**src/rtl/xcvr_pkg.sv**
```systemverilog
package xcvr_pkg;

  // control set of one transfer direction
  typedef struct packed {
    logic ce_n;   // storage enable, active low
    logic le;     // latch control, 1 = transparent
    logic dclk;   // direction clock, sampled
    logic oe_n;   // output enable, active low
  } dir_ctl_t;

  // what the storage register does on a system clock edge
  typedef enum logic [1:0] {
    ST_HOLD    = 2'd0,
    ST_FOLLOW  = 2'd1,
    ST_CAPTURE = 2'd2
  } store_op_e;

endpackage

```
**src/rtl/xcvr_rst_sync.sv**
```systemverilog
module xcvr_rst_sync #(
  parameter int STAGES = 2
) (
  input  logic clk,
  input  logic arst_n,
  output logic run
);
  localparam int TOP = STAGES - 1;

  logic [STAGES-1:0] sh_q;
  logic [STAGES-1:0] sh_d;

  always_comb begin
    sh_d = {sh_q[STAGES-2:0], 1'b1};
  end

  always_ff @(posedge clk or negedge arst_n) begin
    if (!arst_n) begin
      sh_q <= '0;
    end else begin
      sh_q <= sh_d;
    end
  end

  assign run = sh_q[TOP];
endmodule

```
**src/rtl/xcvr_dir_path.sv**
```systemverilog
module xcvr_dir_path
  import xcvr_pkg::*;
#(
  parameter int W = 18
) (
  input  logic         clk,
  input  logic         rst_n,
  input  logic         run,
  input  dir_ctl_t     ctl,
  input  logic [W-1:0] d,
  output logic [W-1:0] q,
  output logic         drive_en
);
  logic         dclk_q;
  logic         dclk_rise;
  logic [W-1:0] store_q;
  logic [W-1:0] store_d;
  store_op_e    op;

  // rising edge of the direction clock, seen over two samples
  assign dclk_rise = ctl.dclk & ~dclk_q;

  always_comb begin
    op = ST_HOLD;
    if (!ctl.ce_n) begin
      if (ctl.le) begin
        op = ST_FOLLOW;
      end else if (dclk_rise) begin
        op = ST_CAPTURE;
      end
    end
  end

  always_comb begin
    case (op)
      ST_FOLLOW:  store_d = d;
      ST_CAPTURE: store_d = d;
      default:    store_d = store_q;
    endcase
  end

  always_ff @(posedge clk or negedge rst_n) begin
    if (!rst_n) begin
      dclk_q  <= 1'b0;
      store_q <= '0;
    end else begin
      dclk_q  <= ctl.dclk;
      store_q <= store_d;
    end
  end

  // transparent bypass when the latch control is high
  assign q        = ctl.le ? d : store_q;
  assign drive_en = run & ~ctl.oe_n;
endmodule

```
**src/rtl/bus_xcvr_reg.sv**
```systemverilog
module bus_xcvr_reg
  import xcvr_pkg::*;
#(
  parameter int W           = 18,
  parameter int SYNC_STAGES = 2
) (
  input  logic         clk,
  input  logic         rst_n,
  input  logic         ab_ce_n,
  input  logic         ab_le,
  input  logic         ab_clk,
  input  logic         ab_oe_n,
  input  logic         ba_ce_n,
  input  logic         ba_le,
  input  logic         ba_clk,
  input  logic         ba_oe_n,
  input  logic [W-1:0] a_in,
  output logic [W-1:0] a_out,
  output logic [W-1:0] a_oe,
  input  logic [W-1:0] b_in,
  output logic [W-1:0] b_pull_low
);
  logic         run_q;
  dir_ctl_t     ab_ctl;
  dir_ctl_t     ba_ctl;
  logic [W-1:0] ab_word;
  logic [W-1:0] ba_word;
  logic         ab_en;
  logic         ba_en;

  assign ab_ctl = '{ce_n: ab_ce_n, le: ab_le, dclk: ab_clk, oe_n: ab_oe_n};
  assign ba_ctl = '{ce_n: ba_ce_n, le: ba_le, dclk: ba_clk, oe_n: ba_oe_n};

  xcvr_rst_sync #(.STAGES(SYNC_STAGES)) u_rst_sync (
    .clk    (clk),
    .arst_n (rst_n),
    .run    (run_q)
  );

  // A side in, B side out
  xcvr_dir_path #(.W(W)) u_ab (
    .clk      (clk),
    .rst_n    (rst_n),
    .run      (run_q),
    .ctl      (ab_ctl),
    .d        (a_in),
    .q        (ab_word),
    .drive_en (ab_en)
  );

  // B side in, A side out
  xcvr_dir_path #(.W(W)) u_ba (
    .clk      (clk),
    .rst_n    (rst_n),
    .run      (run_q),
    .ctl      (ba_ctl),
    .d        (b_in),
    .q        (ba_word),
    .drive_en (ba_en)
  );

  genvar gi;
  generate
    for (gi = 0; gi < W; gi++) begin : g_pin
      // open drain: only a zero is ever driven
      assign b_pull_low[gi] = ab_en & ~ab_word[gi];
      // three-state: value plus enable
      assign a_out[gi]      = ba_word[gi];
      assign a_oe[gi]       = ba_en;
    end
  endgenerate
endmodule

```
**config.mk**
```make
export PLATFORM = sky130hd
export DESIGN_NAME = bus_xcvr_reg
export DESIGN_NICKNAME = d
export VERILOG_FILES = /design/src/rtl/xcvr_pkg.sv /design/src/rtl/xcvr_rst_sync.sv /design/src/rtl/xcvr_dir_path.sv /design/src/rtl/bus_xcvr_reg.sv
export SDC_FILE = /design/constraint.sdc
export NUM_CORES = 1
export LEC_CHECK = 0
export BUFFER_PORTS_ARGS = -buffer_cell sky130_fd_sc_hd__buf_2
export CAP_MARGIN = 20
export CORE_MARGIN = 3
export CORE_UTILIZATION = 35
export CTS_CLUSTER_SIZE = 24
export DETAILED_ROUTE_END_ITERATION = 10
export GPL_TIMING_DRIVEN = 1
export HOLD_SLACK_MARGIN = 0.08
export PLACE_DENSITY_LB_ADDON = 0.12
export SLEW_MARGIN = 10
export SYNTH_ARGS = -nofsm -noshare
export SYNTH_HDL_FRONTEND = slang
export SYNTH_SLANG_ARGS = --single-unit
```
**constraint.sdc**
```tcl
create_clock -name clk -period 1.83 [get_ports clk]
set_input_delay 0.183 -clock clk [delete_from_list [all_inputs] [get_ports clk]]
set_output_delay 0.183 -clock clk [all_outputs]
set_load 0.05 [all_outputs]
```
==> results of run 1 <==
final cells by class:
class	instances	area (sq um)	share of cell area (%)
sequential	40	1001	35.94
clock buffer	7	96.34	3.459
clock inverter	1	30.03	1.078
timing repair buffer	111	593.1	21.29
inverter	2	10.01	0.3594
multi-input combinational	97	960.9	34.50
tap	75	93.84	3.369
what timing repair did:
| item | in CTS | in global routing |
|---|---|---|
| hold buffers | 3 | 0 |
| endpoints found under the setup margin | 0 | 0 |
| hold endpoints to repair | 23 | 0 |
worst paths after layout:
path,to,slack [ps],startpoint,depth (start not counted)
max,b_pull_low[14],210,u_rst_sync.sh_q[1],4
min,u_ba.store_q[10],140,b_in[10],2
max in group asynchronous,u_ab.store_q[4],910,rst_n,3
min in group asynchronous,u_ab.store_q[8],400,rst_n,2
min reg2reg,u_rst_sync.sh_q[1],360,u_rst_sync.sh_q[0],0
max reg2reg,u_ab.store_q[11],430,u_ab.dclk_q,4
where the power goes:
part           internal [mW]  switching (mW)  total [mW]
Clock                  0.481           0.295       0.776
Sequential              1.01          0.0528        1.06
Combinational          0.314           0.519       0.833
Total                   1.80           0.867        2.67
kinds of logic after synthesis:
logic type	Yosys count	share of synthesized area, %
compound gates	20	7.679
buf+inv	30	10.37
flops	40	45.85
mux	54	29.57
other cells	1	0.1718
simple gates	22	6.361
metrics by stage:
stage | worst slack [ps] | hold WS (ps) | instance area, sq um
2_1_floorplan | -289.5 | -112.6 | 2188
3_3_place_gp | 316.4 | 197.0 | 2629
3_5_place_dp | 303.3 | 198.5 | 2629
4_1_cts | 165.4 | 118.6 | 2785
5_1_grt | 86.24 | 121.0 | 2785
6_report | 209.8 | 136.2 | 2785
per-layer routing:
layer | wire (microns) | part of all wire (%) | up-vias | global-route usage, %
li1 | - | - | 749 | -
met1 | 1791 | 44 | 664 | 14.50
met2 | 1849 | 46 | 60 | 18.43
met3 | 348 | 8.6 | 6 | 3.883
met4 | 54 | 1.3 | 0 | 3.885
met5 | 0 | 0 | - | 0
placed cells by master (no fill, tap or decap), drive strengths merged:
cell,instances
a21oi,2
clkbuf,7
mux2,54
bufinv,1
nand2b,3
inv,2
nor2b,18
conb,1
dfrtp,40
and2b,1
buf,108
a211oi,18
dlygate4sd3,3
registers in the layout, indices dropped and copies added, names as in the netlist:
register	flops
u_ab.store_q	18
u_ba.dclk_q	1
u_ba.store_q	18
u_rst_sync.sh_q	2
u_ab.dclk_q	1
==> metrics.cfg, run 1 <==
[placement]
globalplace.congestion = 0.6716
io_port_bufs = 99
numPlacedInstances = 322
detailed_place_hpwl_microns = 3064

[finish]
num-nets-final = 303
fin_util_pct = 46.49
nFillCells = 569
antennaDiodeCount = 0
stdcell_count = 333
drive_above_1_share_pct = 67.83
syn_to_final_growth_pct = 27.56

[cts]
clock_tree.htree_level_count = 2
cts.sink_count = 40
max-clock-path-buffers = 2
worstSkewPairLatency_ps = 280
numCtsBuffers = 5
path_clk_slew_ps = 80
postCtsSetupBuffers = 0
cts.root.buffer_cell = clkbuf_8
post_cts.resized_instances = 0
clock_tree_from_tritoncts = done

[global_route]
overflow = 0
grt_antenna_before_repair = 0
first_global_vias = 1463
grtUsageTotal_pct = 11.49
grt_first_pass_wirelength_microns = 6720
grt_max_degree = 26

[pwr]
total_leakage_power_nw = 1.345
finalPower_mw = 2.669
power_per_cell_area_mw_per_mm2 = 958.2
irDropWorstVdd_uv = 439.6

[die]
placement_rows = 28
initial_utilization_pct = 36.45
core_region_area_sq_mm = 0.005991
die_w_microns = 84.98
die_h_microns = 84.98
die-area_sq_mm = 0.007222
pin_count = 100

[critical_path]
crit_slowest_cell = dfrtp_1
timing_worst_setup_path_type = reg2out
critical_path.endpoint_type = primary output
crit_required_ps = 1650
critical_path.max_fanout = 18
cp-start-kind = flip-flop
crit_path_max_incr_delay_ps = 340
worst_path_dominant_cell_family = buffers and inverters
worst_ep_arrival_time_ps = 1440
crit_path_cell_trace = nand2b_1 -> buf_4 -> a211oi_1 -> buf_2
crit_buf_inv = 2

[synth]
synth-main-ff-cell = dfrtp_1
synth_top_cells_by_area = dfrtp_1 46%, mux2_2 23%, mux2_4 6.9%
synth_cell_types = 18
synthesis.area_per_instance_sq_um = 13.07
synth.cell_area_sq_mm = 0.002183
yosys_warnings = 0
async_flop_share_pct = 100.0
post_synthesis_cell_type_with_the_largest_combined_area = dfrtp_1
synth.net_count = 213
syn-instance-count = 167
synth.yosys.seq_area_share_pct = 45.85
yosysMostFrequentCell = mux2_2
yosys-top-cells-count = 44 x mux2_2, 40 x dfrtp_1, 19 x buf_4
synth.top_cell.area_share_pct = 45.85
ys_seq_elements = 40
synth_edf_count = 0

[sta]
setup_tns_ps = 0
clock.fmax_mhz = 617.2
worst_slew_pin_slew_ps = 508.4
tcrit_tclk_final_pct = 88.54
hold_viol_final = 0
min_period_ps = 1620
clock_skew_ps = 4.144
max-slew-margin-rel_pct = 66.10
report.final.setup_viol = 0
grt_setup_unrepaired = false
finalMaxSlewViolations = 0

[detailed_routing]
num_vias = 1479
count_of_antenna_violating_nets_left_after_detailed_routing = 0
drt_pass1_iterations = 3
initialDrtViolationCount = 19
avgViaCountPerCell = 4.441
routed_wl_microns = 4043
routedWlPerCell_microns = 12.14
drc = 0

[outcome]
status = complete, no violations

[run]
timing.max_cap.violations = 0

[worst_hold_path]
hold_path.class = in2reg

No activity file was read; power rests on OpenSTA's default activity.
==> run 2: changes to the inputs <==
--- a/config.mk
+++ b/config.mk
@@ -5,10 +5,10 @@
 export SDC_FILE = /design/constraint.sdc
 export NUM_CORES = 1
 export LEC_CHECK = 0
-export BUFFER_PORTS_ARGS = -buffer_cell sky130_fd_sc_hd__buf_2
+export BUFFER_PORTS_ARGS = -buffer_cell sky130_fd_sc_hd__buf_4
 export CAP_MARGIN = 20
 export CORE_MARGIN = 3
-export CORE_UTILIZATION = 35
+export CORE_UTILIZATION = 47
 export CTS_CLUSTER_SIZE = 24
 export DETAILED_ROUTE_END_ITERATION = 10
 export GPL_TIMING_DRIVEN = 1
==> run 2 against run 1 <==
Effect of this change:
- sequential cell count did not move
- highest routed layer unchanged
- core utilization rose by 20 points
- first-iteration DRC count rose by 21%
- global-route usage rose by 4.3 points
- combinational power rose by 10%
- largest power group unchanged
==> metrics.cfg, run 2 (synthesis results as in run 1) <==
[outcome]
status = complete, no violations

[die]
die_w_microns = 74.16  ; -13%
placement_rows = 24  ; -14%
die-area_sq_mm = 0.005499  ; -24%
die_h_microns = 74.16  ; -13%
initial_utilization_pct = 49.46  ; +13 points
core_region_area_sq_mm = 0.004414  ; -26%
pin_count = 100  ; unchanged

[finish]
biggest_regs = u_ab.store_q: 18 flops, u_ba.store_q: 18 flops, u_rst_sync.sh_q: 2 flops
nFillCells = 363  ; -36%
drive_above_1_share_pct = 67.72  ; -0.11 points
num-nets-final = 299  ; -1.3%
fin_util_pct = 66.67  ; +20 points
antennaDiodeCount = 0  ; unchanged
mostFrequentLayoutCell = buf_4
syn_to_final_growth_pct = 34.78
layout.cells.most_common_list = 104 x buf_4, 44 x mux2_2, 40 x dfrtp_1, 18 x nor2b_1, 17 x a211oi_1

[cts]
clock_tree_from_tritoncts = done
numCtsBuffers = 5  ; unchanged
max-clock-path-buffers = 2  ; unchanged
postCtsSetupBuffers = 0  ; unchanged
worstSkewPairLatency_ps = 290  ; about the same
clock_tree.htree_level_count = 2  ; unchanged
cts.sink_count = 40  ; unchanged
cts.root.buffer_cell = clkbuf_8
path_clk_slew_ps = 80  ; about the same

[global_route]
grt_first_pass_wirelength_microns = 6561  ; -2.4%
first_global_vias = 1418  ; -3.1%
grtUsageTotal_pct = 15.74  ; +4.3 points
overflow = 0  ; unchanged
grt_max_degree = 41  ; +58%
grt_antenna_before_repair = 0  ; unchanged

[critical_path]
reg2reg_depth = 4  ; unchanged
crit_required_ps = 1650  ; about the same
timing_worst_setup_path_type = reg2out
crit_buf_inv = 2  ; unchanged
critical_path.max_fanout = 10  ; -8
crit_slowest_cell = dfrtp_1
worst_ep_arrival_time_ps = 1470  ; +30 ps
path_depth = 4  ; unchanged
cp-start-kind = flip-flop
crit_top_cell = buf_4
crit_path_cell_trace = nand2b_2 -> buf_4 -> a211oi_1 -> buf_4
reg2reg_from = u_ba.dclk_q
worst_path_dominant_cell_family = buffers and inverters
crit_path_max_incr_delay_ps = 350  ; about the same
critical_path.endpoint_type = primary output
critPathLaunch = u_rst_sync.sh_q[1]

[pwr]
power_per_cell_area_mw_per_mm2 = 873.2  ; -8.9%
irDropWorstVdd_uv = 468.9  ; +6.7%
total_leakage_power_nw = 1.376  ; +2.3%

[sta]
tcrit_tclk_final_pct = 90.53  ; +2.0 points
max-slew-margin-rel_pct = 66.35  ; +0.25 points
finalMaxSlewViolations = 0  ; unchanged
hold_viol_final = 0  ; unchanged
worst_slew_pin_slew_ps = 504.7  ; -3.703 ps
min_period_ps = 1657  ; +36.38 ps
clock_skew_ps = 2.528  ; -1.615 ps
setup_tns_ps = 0  ; unchanged
grt_setup_unrepaired = false
clock.fmax_mhz = 603.6  ; -2.2%
report.final.setup_viol = 0  ; unchanged

[worst_hold_path]
hold_path.class = in2reg
whs_path_depth = 2  ; unchanged
worstHoldStart = b_in[11]

[detailed_routing]
initialDrtViolationCount = 23  ; +4
num_vias = 1543  ; +4.3%
count_of_antenna_violating_nets_left_after_detailed_routing = 0  ; unchanged
drc = 0  ; unchanged
avgViaCountPerCell = 5.042  ; +14%
drt_pass1_iterations = 2  ; -1
routedWlPerCell_microns = 14.07  ; +16%
routed_wl_microns = 4304  ; +6.5%

[run]
timing.max_cap.violations = 0  ; unchanged

[placement]
globalplace.congestion = 0.7334  ; +9.2%
detailed_place_hpwl_microns = 3160  ; +3.1%
io_port_bufs = 99  ; unchanged

==> run 2: changes by cell type in the layout (fill, tap and decap cells not counted), sizes merged <==
cell / before / now
buf: 108 / 104
clkinv: 0 / 2
clkbuf: 7 / 6
bufinv: 1 / 0
==> run 2: area by class of cell <==
type / count / area (sq um) / area share [%]
clock buffers: 6 / 82.58 / 2.806
clock inverters: 2 / 10.01 / 0.3401
multi-input cells: 97 / 963.4 / 32.74
inverters: 2 / 10.01 / 0.3401
well taps: 52 / 65.06 / 2.211
flip-flops and latches: 40 / 1001 / 34.01
repair buffers: 107 / 810.8 / 27.55
==> run 2: metrics by stage <==
step,cells,power [mW],setup slack [ps],hold WS [ps],cell area [sq um]
after floorplan,167,1.746,-289.5,-112.6,2188
after global placement,295,1.985,370.5,194.0,2818
after detailed placement,295,1.997,321.2,196.1,2818
after CTS,306,2.608,39.66,116.8,2940
after global routing,306,2.699,70.06,115.1,2943
final,306,2.570,173.4,130.1,2943
==> run 2: power breakdown <==
part	switching [mW]	internal [mW]
sequential	0.0527	1.01
combinational	0.527	0.391
clock	0.292	0.301
total	0.872	1.70
==> run 2: timing repair <==
action | in CTS | in global routing
hold endpoints to repair | 42 | 0
resized for setup | 0 | 1
endpoints found under the setup margin | 0 | 4
hold buffers | 3 | 0
==> run 2: worst reg2reg max path: cells and delay by family, from the launching register on <==
family | cells | cell delay, ps
multiplexers | 1 | 380
flip-flops | 1 | 370
buffers and inverters | 1 | 300
AND/OR/NAND/NOR | 1 | 170
AO/OA/AOI/OAI | 1 | 150
==> run 2: layer usage <==
| layer | up-vias | track usage [%] | routed length (microns) |
|---|---|---|---|
| li1 | 743 | - | - |
| met1 | 720 | 19.00 | 1685 |
| met2 | 72 | 25.30 | 1996 |
| met3 | 8 | 6.622 | 550 |
| met4 | 0 | 5.634 | 72 |
| met5 | - | 0 | 0 |
==> run 2: path summary, 6_finish.rpt <==
kind,slack [ps],endpoint
max,170,b_pull_low[10]
min,130,u_ba.store_q[11]
max reg2reg,360,u_ba.store_q[17]
min reg2reg,370,u_rst_sync.sh_q[1]
max in group asynchronous,1080,u_ab.store_q[14]
min in group asynchronous,410,u_ab.store_q[4]
